--- config.mk ---
export PLATFORM = sky130hd
export DESIGN_NAME = adc_serial_seq
export DESIGN_NICKNAME = d
export VERILOG_FILES = /design/src/rtl/adc_seq_pkg.sv /design/src/rtl/adc_dclk_edge.sv /design/src/rtl/adc_seq_ctr.sv /design/src/rtl/adc_shift_out.sv /design/src/rtl/adc_serial_seq.sv
export SDC_FILE = /design/constraint.sdc
export NUM_CORES = 1
export LEC_CHECK = 0
export ABC_AREA = 1
export BUFFER_PORTS_ARGS = -buffer_cell sky130_fd_sc_hd__buf_2
export CAP_MARGIN = 30
export CORE_ASPECT_RATIO = 1.4
export CORE_UTILIZATION = 54
export CTS_BUF_LIST = sky130_fd_sc_hd__clkbuf_8
export CTS_CLUSTER_SIZE = 10
export DETAILED_ROUTE_END_ITERATION = 10
export PLACE_DENSITY = 0.84
export SLEW_MARGIN = 20
export SYNTH_ARGS = -nofsm -noshare
export SYNTH_HDL_FRONTEND = slang
export SYNTH_SLANG_ARGS = --single-unit
--- constraint.sdc ---
create_clock -name clk_i -period 1.9 [get_ports clk_i]
set_input_delay 0.095 -clock clk_i [delete_from_list [all_inputs] [get_ports clk_i]]
set_output_delay 0.095 -clock clk_i [all_outputs]
set_load 0.01 [all_outputs]
--- src/rtl/adc_seq_pkg.sv ---
package adc_seq_pkg;
  typedef enum logic [2:0] {
    PH_SAMPLE,
    PH_NULL,
    PH_MSB,
    PH_LSB,
    PH_ZERO
  } phase_e;
endpackage

--- src/rtl/adc_dclk_edge.sv ---
module adc_dclk_edge (
  input  logic clk_i,
  input  logic rst_ni,
  input  logic dclk_i,
  output logic fall_o
);
  logic dclk_q;

  always_ff @(posedge clk_i or negedge rst_ni) begin
    if (!rst_ni) dclk_q <= 1'b0;
    else         dclk_q <= dclk_i;
  end

  assign fall_o = dclk_q & ~dclk_i;
endmodule

--- src/rtl/adc_seq_ctr.sv ---
module adc_seq_ctr
  import adc_seq_pkg::*;
#(
  parameter  int WIDTH    = 12,
  localparam int NULL_IDX = 2,
  localparam int MSB_END  = NULL_IDX + WIDTH,
  localparam int ZERO_IDX = MSB_END + WIDTH,
  localparam int CW       = $clog2(ZERO_IDX + 1),
  localparam int IW       = $clog2(WIDTH)
) (
  input  logic          clk_i,
  input  logic          rst_ni,
  input  logic          cs_ni,
  input  logic          fall_i,
  output logic [CW-1:0] cnt_o,
  output phase_e        phase_o,
  output logic [IW-1:0] bit_idx_o
);
  logic [CW-1:0] cnt_q, nxt;
  int            nxt_i;

  // saturate once the zero tail is reached
  assign nxt   = (int'(cnt_q) == ZERO_IDX) ? cnt_q : cnt_q + CW'(1);
  assign nxt_i = int'(nxt);

  always_ff @(posedge clk_i or negedge rst_ni) begin
    if (!rst_ni)     cnt_q <= '0;
    else if (cs_ni)  cnt_q <= '0;
    else if (fall_i) cnt_q <= nxt;
  end

  always_comb begin
    phase_o   = PH_SAMPLE;
    bit_idx_o = '0;
    if (nxt_i >= ZERO_IDX) begin
      phase_o = PH_ZERO;
    end else if (nxt_i > MSB_END) begin
      phase_o   = PH_LSB;
      bit_idx_o = IW'(nxt_i - MSB_END);
    end else if (nxt_i > NULL_IDX) begin
      phase_o   = PH_MSB;
      bit_idx_o = IW'(MSB_END - nxt_i);
    end else if (nxt_i == NULL_IDX) begin
      phase_o = PH_NULL;
    end
  end

  assign cnt_o = cnt_q;
endmodule

--- src/rtl/adc_shift_out.sv ---
module adc_shift_out
  import adc_seq_pkg::*;
#(
  parameter  int WIDTH = 12,
  localparam int IW    = $clog2(WIDTH)
) (
  input  logic             clk_i,
  input  logic             rst_ni,
  input  logic             cs_ni,
  input  logic             fall_i,
  input  phase_e           phase_i,
  input  logic [IW-1:0]    bit_idx_i,
  input  logic [WIDTH-1:0] code_i,
  output logic             dout_o,
  output logic             oe_o
);
  logic [WIDTH-1:0] code_q;

  always_ff @(posedge clk_i or negedge rst_ni) begin
    if (!rst_ni) begin
      code_q <= '0;
    end else if (!cs_ni && fall_i && phase_i == PH_NULL) begin
      code_q <= code_i;  // conversion start
    end
  end

  always_ff @(posedge clk_i or negedge rst_ni) begin
    if (!rst_ni) begin
      dout_o <= 1'b0;
      oe_o   <= 1'b0;
    end else if (cs_ni) begin
      dout_o <= 1'b0;
      oe_o   <= 1'b0;
    end else if (fall_i) begin
      case (phase_i)
        PH_SAMPLE: begin oe_o <= 1'b0; dout_o <= 1'b0; end
        PH_NULL:   begin oe_o <= 1'b1; dout_o <= 1'b0; end
        PH_MSB,
        PH_LSB:    begin oe_o <= 1'b1; dout_o <= code_q[bit_idx_i]; end
        default:   begin oe_o <= 1'b1; dout_o <= 1'b0; end
      endcase
    end
  end
endmodule

--- src/rtl/adc_serial_seq.sv ---
module adc_serial_seq
  import adc_seq_pkg::*;
#(
  parameter  int WIDTH   = 12,
  localparam int MSB_END = 2 + WIDTH,
  localparam int CW      = $clog2(MSB_END + WIDTH + 1),
  localparam int IW      = $clog2(WIDTH)
) (
  input  logic             clk_i,
  input  logic             rst_ni,
  input  logic             cs_ni,
  input  logic             dclk_i,
  input  logic [WIDTH-1:0] code_i,
  output logic             dout_o,
  output logic             dout_oe_o,
  output logic             pd_o
);
  logic          fall;
  logic [CW-1:0] cnt;
  phase_e        phase;
  logic [IW-1:0] bit_idx;

  adc_dclk_edge u_edge (
    .clk_i  (clk_i),
    .rst_ni (rst_ni),
    .dclk_i (dclk_i),
    .fall_o (fall)
  );

  adc_seq_ctr #(.WIDTH(WIDTH)) u_ctr (
    .clk_i     (clk_i),
    .rst_ni    (rst_ni),
    .cs_ni     (cs_ni),
    .fall_i    (fall),
    .cnt_o     (cnt),
    .phase_o   (phase),
    .bit_idx_o (bit_idx)
  );

  adc_shift_out #(.WIDTH(WIDTH)) u_out (
    .clk_i     (clk_i),
    .rst_ni    (rst_ni),
    .cs_ni     (cs_ni),
    .fall_i    (fall),
    .phase_i   (phase),
    .bit_idx_i (bit_idx),
    .code_i    (code_i),
    .dout_o    (dout_o),
    .oe_o      (dout_oe_o)
  );

  // comparator and bias off once the last conversion bit is out
  assign pd_o = cs_ni | (int'(cnt) >= MSB_END);
endmodule

# After elaboration in Yosys (flattened, before gate mapping)
# Cells that the tools add are included.
# word_totals
word_cells,45
reg_bits,20
in_bits,16
out_inout_bits,3
# op_classes
n_eq_ne,5
magnitude_cmp,5
mux,18
add_sub_neg,3
bitwise_logic,3
n_reduce_logical,6
# op_table
operator,n
5-bit two-way mux,3
4-bit two-way mux,3
3-bit two-way mux,3
1-bit two-way mux,8
3-bit by 2-bit == test with 1-bit output (second input constant),2
5-bit by 1-bit adder with 5-bit output (second input constant),1
5-bit by 3-bit == test with 1-bit output (second input constant),1
5-bit by 4-bit == test with 1-bit output (second input constant),1
5-bit by 4-bit greater-or-equal comparator with 1-bit output (second input constant),1
5-bit greater-or-equal comparator (second input constant),1
5-bit by 2-bit greater-than comparator with 1-bit output (second input constant),1
5-bit by 4-bit greater-than comparator with 1-bit output (second input constant),1
4-bit by 5-bit less-than comparator with 1-bit output (second input constant),1
1-bit binary-select mux with 4-bit select,1
4-bit subtractor (first input constant),1
4-bit subtractor (second input constant),1
3-bit by 1-bit == test with 1-bit output (second input constant),1
3-bit logical NOT,1
1-bit logical AND,2
2-bit nonzero test,1
2-bit OR reduction,1
1-bit AND,1
1-bit logical NOT,1
1-bit inverter,1
1-bit bitwise OR,1

# Logic depth before layout (Yosys ltp)
# depth
depth_word,12
ltp_mapped,18
depth_no_buf,17

# Cells and area by module
# Synthesis repeated with hierarchy kept, for this count alone.
# unflattened
cells_unflattened,183
hier_area_um2,1341.3
# by_module_without_submodules
mod,area_each_um2,seq_area_each_um2,cells_per_inst,n_inst
adc_shift_out,695.7,350.3,94,1
adc_seq_ctr,598.1,125.1,83,1
adc_dclk_edge,35.0,25.0,3,1
adc_serial_seq,12.5,0.0,3,1

# Worst setup path before layout
# Ideal clock, no wire load.
# synth_path
path_type,register to register
from,"register u_ctr.cnt_q[0], in the netlist u_ctr.cnt_o[0]"
to,register u_out.code_q[10]
required_ns,1.775
arrival_ns,1.948
period_less_slack_ns,2.073
stages_incl_launch_ff,14
setup_slack_ns,-0.173
setup_ns,0.125
path_buffers,2
path_cell_list,dfrtp_1 > inv_1 > ha_1 > inv_1 > nor2_4 > nand2_4 > nand2_2 > nand2_2 > buf_6 > inv_6 > nand4_4 > nor3_4 > buf_6 > mux2_4
# synth_via
elab_chain_cells,9
elab_cells_between_ends,13
cone_classes,add/sub (1); order compare (3); eq/ne (3); mux (5); reduce/logical (1)
# synth_lines
item,line_no,source
from (decl),adc_seq_ctr.sv:19,"logic [CW-1:0] cnt_q, nxt;"
from (signal assigned),adc_seq_ctr.sv:29,else if (fall_i) cnt_q <= nxt;
5-bit by 1-bit adder with 5-bit output / 5-bit by 4-bit == test with 1-bit output (equally long branches),adc_seq_ctr.sv:23,assign nxt = (int'(cnt_q) == ZERO_IDX) ? cnt_q : cnt_q + CW'(1);
5-bit two-way mux (*),adc_seq_ctr.sv:23,
branches (longest 4 deep; another with 5-bit by 2-bit greater-than comparator with 1-bit output),-,
3-bit two-way mux (*),adc_seq_ctr.sv:35,if (nxt_i >= ZERO_IDX) begin
3-bit by 1-bit == test with 1-bit output (*),adc_shift_out.sv:22,end else if (!cs_ni && fall_i && phase_i == PH_NULL) begin
1-bit logical AND (*),adc_shift_out.sv:22,
to (signal assigned),adc_shift_out.sv:23,code_q <= code_i;
to (decl),adc_shift_out.sv:17,logic [WIDTH-1:0] code_q;
# Mark *: on every way between the ends.
# A chain may end at the register's enable or synchronous reset.

# Worst setup path after layout
# layout_path
from,"register u_ctr.cnt_q[0], in the netlist u_ctr.cnt_o[0]"
to,register u_out.dout_o
# layout_via
elab_chain_cells,12
elab_cells_between_ends,24
cone_classes,add/sub (3); order compare (3); eq/ne (4); mux (13); reduce/logical (1)
# layout_lines
item,line_no,source
5-bit by 1-bit adder with 5-bit output / 5-bit by 4-bit == test with 1-bit output (equally long branches),adc_seq_ctr.sv:23,
5-bit two-way mux (*),adc_seq_ctr.sv:23,
branches (longest 7 deep; another with 4-bit subtractor),-,
1-bit two-way mux (*),adc_shift_out.sv:35,case (phase_i)
1-bit two-way mux (*),adc_shift_out.sv:34,end else if (fall_i) begin
1-bit two-way mux (*),adc_shift_out.sv:31,end else if (cs_ni) begin
to (signal assigned),adc_shift_out.sv:32,dout_o <= 1'b0;
to (signal assigned),adc_shift_out.sv:36,PH_SAMPLE: begin oe_o <= 1'b0; dout_o <= 1'b0; end
to (signal assigned),adc_shift_out.sv:37,PH_NULL: begin oe_o <= 1'b1; dout_o <= 1'b0; end
to (decl),adc_shift_out.sv:14,"output logic dout_o,"
# Mark *: on every way between the ends. The select of a mux whose other input is x is not followed.

==> impl_metrics.tcl <==
set metrics [dict create \
    status "finished, violations left" \
    violations "setup timing" \
    die_area_um2 2933 \
    wl_per_cell_um 15.56 \
    p_total_uw 1251 \
    rsz0062_at_grt "yes" \
    syn_avg_cell_area_um2 8.064 \
    cp_num_buf_inv 2 \
    drc 0 \
    worst-path-max-fanout 8 \
    boundaryPins 19 \
    cpLargestDelayFamily "simple AND/OR/NAND/NOR gates" \
    first_iter_violations 68 \
    setup_slack_ns -0.3005 \
    postRouteAntennaNets 0 \
    grt_max_degree 21 \
    root_buffer "clkbuf_8" \
    min_to "u_out.code_q[5]" \
    yosysUniqueCellTypes 30 \
    grt.total_usage_pct 28.31 \
    antenna_found_initial 0 \
    cts_tree "yes" \
    worstMarginPinSlew_ns 0.4530 \
    vias 1440 \
    r2r_setup_slack_ns -0.30 \
    yosysWarnings 0 \
    vdd_drop_max_mv 0.6839 \
    reg2reg_depth 16 \
    finClkSkew_ns 0.007779 \
    synth-edff-count 0 \
    critPathKind "flop to flop" \
    clockBufferDepth 2 \
    min_from "code_i[5]" \
    first_pass_iters 5 \
    setup_viol 13 \
    min_path_type "primary input to flop" \
    hold_viol_final 0 \
    fin_nets 248 \
    drv_slew 0 \
    h-tree-depth 1 \
    synth_fp_nets 201 \
    worstSkewPairLatency_ns 0.27 \
    core_um2 2587 \
    r2r-end "u_out.dout_o" \
    vias_per_cell 5.455 \
    rows 22 \
    crit_slowest_cell "dfrtp_1" \
    synth_area_um2 1468 \
    min_period_ns 2.201 \
    p_per_area_nw_per_um2 632.2 \
    fill_cells 210 \
    yosysTopAreaCell "dfrtp_1" \
    wl_um 4108 \
    final_cells 264 \
    first_global_vias 1413 \
    start_util_pct 56.72 \
    period_share_pct 115.8 \
    p_leak_uw 0.0009906 \
    grt_pass1_wl_um 5989 \
    r2r-start "u_ctr.cnt_o[0]" \
    holdPathStages 3 \
    start_kind "flop" \
    synth_common_cells "nand2_1, inv_1, dfrtp_1" \
    grt-ovfl-total 0 \
    place_hpwl_um 2652 \
    antenna_cells 0 \
    fmax_mhz 454.4 \
    synth.area.top_cells "dfrtp_1, nand2_1, inv_1" \
    post-route-util_pct 76.50 \
    critPathArrivalTime_ns 2.39 \
    gp_congestion 0.9106 \
    die_h_um 63.69 \
    syn_inst 182 \
    ys_ff_latch 20 \
    max_cap_viol_count 0 \
    cts_buffers 3 \
    cts.clk_slew.worst_paths_ns 0.08 \
    maxSlewHeadroom_pct 69.80 \
    yosysMostFrequentCell "nand2_1" \
    netlist.area_leader.share_pct 34.10 \
    die_w_um 46.06 \
    required_ns 2.09 \
    port-buffer-count 18 \
    worst_path_largest_cell_delay_ns 0.41 \
    placed_cells 252 \
    worst_setup_path_end_kind "flop" \
    areaGrowthSynthToFinish_pct 34.87 \
    ys_seq_area_share_pct 34.10 \
    async_flop_share_pct 100.0 \
    cts_num_sinks 20 \
    finalSetupTns_ns -2.084 \
    yosys_most_used_dff "dfrtp_1" \
    layout-drive-gt1-share_pct 43.42 \
    crit_chain "inv_2, ha_4, inv_2, nor2_4, nand2_4, nand2_4, nand2_8, nand2_4, nand3_4, nand3_4, nand2_1, nand2_1, nand2_1, nand3_1, nand3_1, o21ai_2" \
]
-- per-layer routing --
layer / GRT usage (%) / vias up / part of all wire, %
met5: 0 / - / 0
met2: 54.05 / 69 / 58
met1: 28.76 / 663 / 32
met3: 5.158 / 21 / 4.7
li1: - / 687 / -
met4: 8.088 / 0 / 4.6
-- cells in the final DEF (no fill, tap or decap), drive strengths merged --
master / netlist / layout
nand2: 61 / 61
buf: 4 / 43
inv: 29 / 29
dfrtp: 20 / 20
nand3: 19 / 19
o21ai: 13 / 13
nand4: 11 / 11
nor2: 7 / 7
o22ai: 4 / 4
mux2: 4 / 4
clkbuf: 0 / 4
ha: 3 / 3
a21oi: 2 / 2
dlygate4sd3: 0 / 2
nor3: 2 / 2
clkinv: 1 / 1
xor2: 1 / 1
nand3b: 1 / 1
bufinv: 0 / 1
-- worst max-delay path by stage --
stage                   startpoint               end  slack (ns)  cells after the start
floorplan           u_ctr.cnt_o[0]  u_out.code_q[10]       -0.12                     13
CTS                 u_ctr.cnt_o[0]      u_out.dout_o       -0.12                     17
global route        u_ctr.cnt_o[0]      u_out.dout_o       -0.45                     16
finish              u_ctr.cnt_o[0]      u_out.dout_o       -0.30                     16
global placement    u_ctr.cnt_o[1]      u_out.dout_o       -0.09                     15
detailed placement  u_ctr.cnt_o[1]      u_out.dout_o       -0.13                     15
-- sequential cells by signal, summed over array words and instances (netlist names) --
signal and flops:
u_ctr.cnt_o 5, u_edge.dclk_q 1, u_out.code_q 12, u_out.dout_o 1
u_out.oe_o 1
-- what timing repair did --
action / CTS / global route
pin swaps: 0 / 10
setup endpoints to repair: 12 / 13
gates cloned: 0 / 1
hold buffers: 2 / 0
gates resized for setup: 6 / 15
endpoints found under the hold margin: 21 / 0
setup buffers: 0 / 5
-- power by group --
part / leakage (µW) / internal (µW) / switching [µW]
clock: 0.0000357 / 282 / 153
sequential: 0.000239 / 476 / 25.5
combinational: 0.000716 / 130 / 185
-- tightest hold or removal path, cell delays in order --
cell and delay (ns):
buf_2 0.07, nand2_1 0.04, o21ai_0 0.06
-- final cells by class --
type	instances	area (µm²)	area share [%]
Multi-Input combinational cell	128	899.6	45.45
Inverter	30	118.9	6.005
Tap cell	36	45.04	2.276
Timing Repair Buffer	46	342.8	17.32
Clock buffer	3	41.29	2.086
Clock inverter	1	30.03	1.517
Sequential cell	20	501.7	25.35
-- per-stage QoR --
| step | setup slack [ns] | cell area (µm²) | hold slack (ns) |
|---|---|---|---|
| detailed placement | -0.1326 | 1749 | 0.06232 |
| global placement | -0.09393 | 1749 | 0.05515 |
| CTS | -0.1176 | 1863 | 0.03542 |
| floorplan | -0.1184 | 1490 | -0.2006 |
| global route | -0.4548 | 1979 | 0.04117 |
| finish | -0.3005 | 1979 | 0.02909 |
-- kinds of logic (layout without fill, tap and decap cells) --
kind of cell	count (synthesis)	in the layout	share of synthesized area, %
DFF	20	20	34.10
buffers and inverters	34	80	10.74
xor gates and xnor gates	1	1	0.5969
and+or+nand+nor	101	101	40.84
AOI/OAI and AO/OA	19	19	7.076
muxes	4	4	4.092
adders and majority gates	3	3	2.558
No activity file was read; power rests on OpenSTA's default activity.
